<file path="config.mk">
export PLATFORM = sky130hd
export DESIGN_NAME = nvm_status_guard
export DESIGN_NICKNAME = d
export VERILOG_FILES = /design/src/rtl/sreg_pkg.sv /design/src/rtl/wp_sync.sv /design/src/rtl/protect_decode.sv /design/src/rtl/wcycle_timer.sv /design/src/rtl/nvm_status_guard.sv
export SDC_FILE = /design/constraint.sdc
export NUM_CORES = 1
export LEC_CHECK = 0
export ABC_AREA = 1
export BUFFER_PORTS_ARGS = -buffer_cell sky130_fd_sc_hd__buf_4
export CAP_MARGIN = 30
export CORE_MARGIN = 4
export CORE_UTILIZATION = 47
export CTS_CLUSTER_DIAMETER = 100
export CTS_CLUSTER_SIZE = 25
export DETAILED_ROUTE_END_ITERATION = 12
export PLACE_DENSITY_LB_ADDON = 0.12
export REMOVE_ABC_BUFFERS = 1
export SKIP_LAST_GASP = 1
export SLEW_MARGIN = 30
export SYNTH_ARGS = -nofsm -noshare
export SYNTH_HDL_FRONTEND = slang
export SYNTH_SLANG_ARGS = --single-unit
export TNS_END_PERCENT = 20
</file>
<file path="constraint.sdc">
create_clock -name clk -period 4.5 [get_ports clk]
set_input_delay 0.9 -clock clk [delete_from_list [all_inputs] [get_ports clk]]
set_output_delay 0.9 -clock clk [all_outputs]
set_load 0.01 [all_outputs]
</file>
<file path="src/rtl/sreg_pkg.sv">
// Shared types for the status/protection guard.
// Assumes: consumers use these encodings as-is; no behaviour lives here.
package sreg_pkg;
    // retained (non-volatile) status fields
    typedef struct packed {
        logic       lock;
        logic [1:0] rng;
    } nv_bits_t;

    // which kind of write the running timed cycle belongs to
    typedef enum logic [1:0] {
        OP_NONE = 2'd0,
        OP_ARR  = 2'd1,
        OP_SR   = 2'd2
    } pend_op_t;

    localparam int SR_W = 8;
endpackage

</file>
<file path="src/rtl/wp_sync.sv">
// Synchroniser for the asynchronous write-protect pin.
// Assumes: STAGES >= 2; reset value 0 treats the pin as asserted (conservative).
module wp_sync #(
    parameter int STAGES = 2
) (
    input  logic clk,
    input  logic rst_n,
    input  logic pin_in,
    output logic pin_sync
);
    logic [STAGES-1:0] chain_q;

    // shift the raw pin through the flop chain
    always_ff @(posedge clk) begin
        if (!rst_n) chain_q <= '0;
        else        chain_q <= {chain_q[STAGES-2:0], pin_in};
    end

    assign pin_sync = chain_q[STAGES-1];
endmodule

</file>
<file path="src/rtl/protect_decode.sv">
// Decides whether an address falls inside the range selected by the two range bits.
// Assumes: ADDR_W >= 2; ranges are the top quarter, top half or whole space.
module protect_decode #(
    parameter int ADDR_W = 11
) (
    input  logic [1:0]        rng,
    input  logic [ADDR_W-1:0] addr,
    output logic              hit
);
    logic [1:0] top2;
    assign top2 = addr[ADDR_W-1 -: 2];

    // select the protected slice from the range code
    always_comb begin
        unique case (rng)
            2'b00:   hit = 1'b0;
            2'b01:   hit = (top2 == 2'b11);
            2'b10:   hit = top2[1];
            default: hit = 1'b1;
        endcase
    end
endmodule

</file>
<file path="src/rtl/wcycle_timer.sv">
// Self-timed write-cycle counter standing in for the programming time.
// Assumes: start arrives only while idle; CYCLE_CLKS >= 1.
module wcycle_timer #(
    parameter int CYCLE_CLKS = 64
) (
    input  logic clk,
    input  logic rst_n,
    input  logic start,
    output logic busy,
    output logic fin,
    output logic done_q
);
    localparam int CW = $clog2(CYCLE_CLKS + 1);

    logic [CW-1:0] cnt_q;
    logic          busy_q;

    assign fin  = busy_q && (cnt_q == '0);
    assign busy = busy_q;

    // load, count down, and flag completion
    always_ff @(posedge clk) begin
        if (!rst_n) begin
            busy_q <= 1'b0;
            cnt_q  <= '0;
            done_q <= 1'b0;
        end else begin
            done_q <= fin;
            if (start) begin
                busy_q <= 1'b1;
                cnt_q  <= CW'(CYCLE_CLKS - 1);
            end else if (fin) begin
                busy_q <= 1'b0;
            end else if (busy_q) begin
                cnt_q <= cnt_q - 1'b1;
            end
        end
    end


    cnt_range_chk: assert property (@(posedge clk) disable iff (!rst_n)
        busy_q |-> (cnt_q < CW'(CYCLE_CLKS)));


    start_idle_chk: assert property (@(posedge clk) disable iff (!rst_n)
        start |-> !busy_q);
endmodule

</file>
<file path="src/rtl/nvm_status_guard.sv">
// Status byte holder and write gatekeeper for a serial non-volatile memory.
// Assumes: at most one command strobe per cycle; strobes are single-cycle.
// Retained bits are reset-less and start at zero to model delivery state.
module nvm_status_guard
    import sreg_pkg::*;
#(
    parameter int ADDR_W     = 11,
    parameter int CYCLE_CLKS = 64,
    parameter int SYNC_STG   = 2
) (
    input  logic              clk,
    input  logic              rst_n,
    input  logic              wp_n,
    input  logic              cmd_wren,
    input  logic              cmd_wrdi,
    input  logic              cmd_wrsr,
    input  logic              cmd_write,
    input  logic [ADDR_W-1:0] wr_addr,
    input  logic [SR_W-1:0]   sr_wdata,
    output logic [SR_W-1:0]   status_q,
    output logic              arr_go,
    output logic              sr_go,
    output logic              cmd_reject,
    output logic              cycle_done
);
    logic     wp_s, hit, wip, fin, start;
    logic     arr_ok, sr_ok, rej, hw_lock;
    logic     wel_q;
    nv_bits_t nv_q = '0;
    nv_bits_t pend_nv_q;
    pend_op_t pend_q;

    wp_sync #(.STAGES(SYNC_STG)) u_sync (
        .clk(clk), .rst_n(rst_n), .pin_in(wp_n), .pin_sync(wp_s)
    );

    protect_decode #(.ADDR_W(ADDR_W)) u_dec (
        .rng(nv_q.rng), .addr(wr_addr), .hit(hit)
    );

    wcycle_timer #(.CYCLE_CLKS(CYCLE_CLKS)) u_tmr (
        .clk(clk), .rst_n(rst_n), .start(start),
        .busy(wip), .fin(fin), .done_q(cycle_done)
    );

    // accept/reject decision for the two modifying commands
    always_comb begin
        hw_lock = nv_q.lock && !wp_s;
        arr_ok  = cmd_write && !wip && wel_q && !hit;
        sr_ok   = cmd_wrsr  && !wip && wel_q && !hw_lock;
        start   = arr_ok || sr_ok;
        rej     = (cmd_write || cmd_wrsr) && !start;
    end

    // enable latch: set/clear while idle, drop at cycle end
    always_ff @(posedge clk) begin
        if (!rst_n)                wel_q <= 1'b0;
        else if (fin)              wel_q <= 1'b0;
        else if (!wip && cmd_wren) wel_q <= 1'b1;
        else if (!wip && cmd_wrdi) wel_q <= 1'b0;
    end

    // remember which write is running and its pending status value
    always_ff @(posedge clk) begin
        if (!rst_n) begin
            pend_q    <= OP_NONE;
            pend_nv_q <= '0;
        end else if (sr_ok) begin
            pend_q    <= OP_SR;
            pend_nv_q <= '{lock: sr_wdata[7], rng: sr_wdata[3:2]};
        end else if (arr_ok) begin
            pend_q    <= OP_ARR;
        end else if (fin) begin
            pend_q    <= OP_NONE;
        end
    end

    // retained bits: commit only when a status cycle completes
    always_ff @(posedge clk) begin
        if (rst_n && fin && pend_q == OP_SR) nv_q <= pend_nv_q;
    end

    // one-cycle response pulses
    always_ff @(posedge clk) begin
        if (!rst_n) begin
            arr_go     <= 1'b0;
            sr_go      <= 1'b0;
            cmd_reject <= 1'b0;
        end else begin
            arr_go     <= arr_ok;
            sr_go      <= sr_ok;
            cmd_reject <= rej;
        end
    end

    assign status_q = {nv_q.lock, 3'b000, nv_q.rng, wel_q, wip};

    // input contract
    strobe_excl_chk: assert property (@(posedge clk) disable iff (!rst_n)
        $onehot0({cmd_wren, cmd_wrdi, cmd_wrsr, cmd_write}));


    wren_sets_chk: assert property (@(posedge clk) disable iff (!rst_n)
        (cmd_wren && !wip) |=> status_q[1]);


    nowel_reject_chk: assert property (@(posedge clk) disable iff (!rst_n)
        ((cmd_write || cmd_wrsr) && !status_q[1]) |=> cmd_reject);


    done_clears_chk: assert property (@(posedge clk) disable iff (!rst_n)
        cycle_done |-> (!status_q[0] && !status_q[1]));


    nv_commit_chk: assert property (@(posedge clk) disable iff (!rst_n)
        !$stable(status_q[7:2]) |-> cycle_done);


    busy_refuse_chk: assert property (@(posedge clk) disable iff (!rst_n)
        (status_q[0] && (cmd_write || cmd_wrsr)) |=> (cmd_reject && !arr_go && !sr_go));


    resp_onehot_chk: assert property (@(posedge clk) disable iff (!rst_n)
        $onehot0({arr_go, sr_go, cmd_reject}));
endmodule

</file>
# Yosys cells after proc, flatten, opt, wreduce, memory -nomap -nowiden
# Cells that the tools add are included.
[classes]
div_mod_pow = 0
bitwise_logic = 2
shifts = 0
n_addsub = 1
n_mul = 0
n_lt_le_gt_ge = 0
mux = 11
n_reduce_logical = 32
eq_ne = 5
[op_table]
columns = ["cell", "n"]
rows = [
  ["two-way mux 6 bit", 3],
  ["logical AND 1 bit", 13],
  ["nonzero test 2 bit", 4],
  ["logical NOT 7 bit", 1],
  ["subtractor 7 x 1 -> 7 bit (second input constant)", 1],
  ["== test 2 bit (second input constant)", 3],
  ["two-way mux 2 bit", 3],
  ["OR reduction 2 bit", 3],
  ["logical NOT 1 bit", 5],
  ["two-way mux 1 bit", 4],
  ["AND reduction 2 bit", 2],
  ["one-hot mux 1 bit (3 select lines)", 1],
  ["nonzero test 3 bit", 1],
  ["== test 2 x 1 -> 1 bit (second input constant)", 1],
  ["logical NOT 2 bit", 1],
  ["logical OR 1 bit", 2],
  ["inequality test 2 x 1 -> 1 bit (second input constant)", 1],
  ["inverter 1 bit", 2],
]
[totals]
mem_count = 0
latch_bits = 0
ram_bits = 0
input_bits = 26
ff_bits = 23
romBits = 0

# Logic depth before layout (Yosys ltp)
[logic_depth]
depth_word = 7
ltp_mapped = 11
depth_no_buf = 11

# By module
# From an unflattened synthesis, not the netlist that was laid out.
[unflattened]
hier_cells = 147
area_unflattened_um2 = 1117.3
[by_module_without_submodules]
columns = ["module", "cells_each", "instances", "area_per_inst_um2", "seq_area_each_um2"]
rows = [
  ["nvm_status_guard", 63, 1, 533.0, 270.3],
  ["wcycle_timer", 75, 1, 515.5, 180.2],
  ["wp_sync", 6, 1, 55.1, 40.0],
  ["protect_decode", 3, 1, 13.8, 0.0],
]

# Worst setup path after synthesis
# OpenSTA, ideal clock, no wires.
[synth_timing]
path_kind = "input-to-reg"
startpoint = "in wr_addr[9]"
endpoint = "reg u_tmr.cnt_q[3]"
cell_stages = 7
required_time_ns = 4.391
path_slack_ns = 2.936
arrival_ns = 1.455
path_buffers = 0
path_cell_list = "nand2_1 > nand2_1 > nand2_1 > a21oi_4 > nand3_1 > nand2_1 > inv_1"
[synth_via]
elab_chain_cells = 7
word_cells_on_any_way = 9
classes_between = "2 x eq/ne; 2 x mux; 5 x reduce/logical"
[synth_rtl]
columns = ["element", "line", "text"]
rows = [
  ["start, declared", "nvm_status_guard.sv:18", "input logic [ADDR_W-1:0] wr_addr,"],
  ["== test 2 bit *", "protect_decode.sv:17", "2'b01: hit = (top2 == 2'b11);"],
  ["one-hot mux 1 bit (3 select lines) *", "protect_decode.sv:15", "unique case (rng)"],
  ["logical NOT 1 bit *", "nvm_status_guard.sv:49", "arr_ok = cmd_write && !wip && wel_q && !hit;"],
  ["logical AND 1 bit *", "nvm_status_guard.sv:49", ""],
  ["logical OR 1 bit *", "nvm_status_guard.sv:51", "start = arr_ok || sr_ok;"],
  ["inequality test 2 x 1 -> 1 bit (no line) / nonzero test 2 bit (equally long branches)", "--", ""],
  ["AND reduction 2 bit (no line)", "--", ""],
  ["end signal, assigned", "wcycle_timer.sv:31", "cnt_q <= CW'(CYCLE_CLKS - 1);"],
  ["end signal, assigned", "wcycle_timer.sv:35", "cnt_q <= cnt_q - 1'b1;"],
  ["end, declared", "wcycle_timer.sv:15", "logic [CW-1:0] cnt_q;"],
]
# Mark *: on every way between the ends. The rest lies on a longest branch, timed or not.
# A chain may end at the register's enable or synchronous reset.

# Worst setup path in the final report
[layout_timing]
startpoint = "reg u_tmr.busy_q, in the netlist u_tmr.busy"
endpoint = "out status_q[0]"
[layout_lines]
columns = ["element", "line", "text"]
rows = [
  ["start, declared", "wcycle_timer.sv:16", "logic busy_q;"],
  ["start signal, assigned", "wcycle_timer.sv:24", "busy_q <= 1'b0;"],
  ["start signal, assigned", "wcycle_timer.sv:30", "busy_q <= 1'b1;"],
  ["start signal, assigned", "wcycle_timer.sv:33", "busy_q <= 1'b0;"],
  ["end, declared", "nvm_status_guard.sv:20", "output logic [SR_W-1:0] status_q,"],
]
# No word-level cell between the ends.

==> run_results.csv <==
group,metric,value,unit
setup_path,cp_top_family,"flip-flops",
logic_synthesis,synth_area,1130,µm²
place,placed_cells,187,
sta,worst_pin_slew,538,ps
logic_synthesis,async_flop_share,0,%
sta,relSlewSlack,64.1,%
setup_path,worstPathArrival,1200,ps
sta,rsz0062_at_grt,"false",
die,initial_core_util,49.9,%
sta,finalHoldViolations,0,
die,core_area,2250,µm²
logic_synthesis,synth_edf_count,3,
die,dieArea,3240,µm²
clocking,cts_tree,"built",
flow_run,drv_cap,0,
final_layout,final_cell_mix,"nand2_1, inv_1, dfxtp_1, buf_4, nand3_1",
sta,slew_violations,0,
drt,avgRoutedWirePerCell,10.5,µm
drt,drt_iter0_markers,13,
die,io_pins,38,
setup_path,critPathKind,"flop to primary output",
logic_synthesis,postSynthCellCount,144,
grt,gr-total-overflow,0,
grt,grt_pass1_wl,3.44,mm
hold_path,min-delay-start,"u_sync.chain_q[0]",
setup_path,cp_slowest_cell,"dfxtp_1",
final_layout,utilization,57.3,%
sta,setup-tns-final,0,ps
clocking,clockRootBuffer,"clkbuf_4",
clocking,numCtsBuffers,3,
power,max-vdd-ir-drop,0.280,mV
power,leakagePower,0.665,nW
final_layout,fin_cells,191,
sta,period_needed,2100,ps
setup_path,critPathMaxFanout,11,
sta,setup_violations,0,
drt,via_per_inst,4.76,
clocking,cts_hold_buf,0,
grt,grt_max_degree,16,
sta,timing.fmax,477,MHz
logic_synthesis,synth.yosys.seq_area_share,43.6,%
final_layout,diodes,0,
final_layout,nets,192,
clocking,clock_latency,300,ps
logic_synthesis,synth.distinct_cells,30,
clocking,clock_path_buffers,2,
clocking,htreeDepth,1,
drt,wl_met2,899,µm
setup_path,cp.required,3600,ps
final_layout,fillers,231,
place,io_buffers,20,
logic_synthesis,yosysWarnings,0,
clocking,clkSinkCount,23,
setup_path,worstReg2RegStart,"u_tmr.cnt_q[0]",
logic_synthesis,ys_ff_latch,23,
setup_path,path_buf_inv,1,
hold_path,whs_path_depth,2,
setup_path,rr_endpoint,"status_q[2]",
clocking,postCtsSetupBuffers,0,
die,fp-row-count,17,
setup_path,cp-end-kind,"primary output",
drt,highest_layer,"met4",
drt,routed_wl,2.00,mm
setup_path,crit_chain,"buf_4",
sta,finClkSkew,4.17,ps
final_layout,drive_gt1_share,27.0,%
setup_path,r2r_setup_slack,2720,ps
outcome,outcome,"finished clean",
drt,postRouteAntennaNets,0,
logic_synthesis,syn_avg_cell_area,7.82,µm²
logic_synthesis,dominantRegCellSynth,"dfxtp_1",
final_layout,final_common_cell,"nand2_1",
power,p_per_area,335,nW/µm²
hold_path,hold_path_end,"u_sync.chain_q[1]",
clocking,postCtsResizedCells,0,
setup_path,start_kind,"flop",
final_layout,area_delta_synth_final,14.7,%
grt,grt_usage,13.2,%
place,place_congestion,0.801,
setup_path,ff2ff_path_depth,10,
die,die_w,57.0,µm
drt,drc,0,
drt,routed-via-count,909,
sta,post-route-period-util,46.6,%
clocking,path_clk_slew,120,ps
drt,dr_wl_met3,134,µm
die,fp.dieH,57.0,µm
grt,antenna_found_initial,0,
drt,drtPass1Iterations,4,
hold_path,hp-class,"flop to flop",
drt,wl_met1,950,µm
grt,grt_pass1_vias,799,
setup_path,cpPeakStageDelay,680,ps
place,dpl.hpwl,1.58,mm
-- layer usage --
| metal | global-route usage (%) | vias to the layer above |
|---|---|---|
| li1 | - | 476 |
| met1 | 18.1 | 404 |
| met2 | 20.4 | 27 |
| met3 | 3.39 | 2 |
| met4 | 3.97 | 0 |
| met5 | 0 | - |
-- synth_stat cells (all sizes together) (2+ instances only) --
library cell	count	area, µm²
nand2	42	173
inv	25	98.9
dfxtp	20	400
nand3	15	97.6
nor2	11	58.8
buf	7	53.8
a21oi	6	48.8
edfxtp	3	90.1
nand4	3	18.8
ha	2	25.0
nand3b	2	15.0
nor3	2	10.0
o21ai	2	13.8
-- cell families (layout without fill, tap and decap cells) --
logic type,after synthesis,in the layout,synth area share (%)
AND/OR/NAND/NOR,76,76,33.7
buffers and inverters,33,50,14.0
flip-flops,23,23,43.6
AO/OA/AOI/OAI,9,9,6.22
adder cells (fa/ha/maj),2,2,2.22
other,1,3,0.333
-- per-stage QoR --
step                      setup slack [ps]  hold WS [ps]  total power (W)  area, µm²
after floorplan                       2940           390         0.000315       1080
after global placement                2750           397         0.000342       1260
after detailed placement              2720           406         0.000345       1260
after CTS                             2390           433         0.000437       1290
after global routing                  2320           442         0.000464       1290
final                                 2400           428         0.000432       1290
-- report_power, final --
group          internal, W  leakage (nW)  total (W)  switching (W)
Combinational    0.0000426         0.458   0.000108      0.0000656
Clock            0.0000345        0.0150  0.0000920      0.0000575
Sequential        0.000220         0.192   0.000232      0.0000116
-- cell type report --
type	instances	area, µm²	share of cell area (%)
inverter	26	104	8.04
clock buffer	4	26.3	2.03
tap	28	35.0	2.71
sequential	23	490	38.0
multi-input combinational	90	485	37.6
timing repair buffer	20	150	11.6
-- flip-flops by register name, summed over array words and instances (netlist names) --
register,flops
u_sync.chain_q,2
u_tmr.done_q,1
u_tmr.busy,1
sr_go,1
pend_q,2
arr_go,1
pend_nv_q,3
cmd_reject,1
wel_q,1
u_tmr.cnt_q,7
status_q,3
-- how the worst max path moves through the flow --
stage / from / end / slack (ps) / cells past startpoint
floorplan: wr_addr[9] / u_tmr.cnt_q[3] / 2940 / 7
global placement: wr_addr[9] / u_tmr.cnt_q[5] / 2750 / 8
detailed placement: wr_addr[9] / u_tmr.cnt_q[6] / 2720 / 7
CTS: u_tmr.busy / status_q[0] / 2390 / 1
global route: u_tmr.busy / status_q[0] / 2320 / 1
finish: u_tmr.busy / status_q[0] / 2400 / 1
Power figures use the tool's default switching activity.
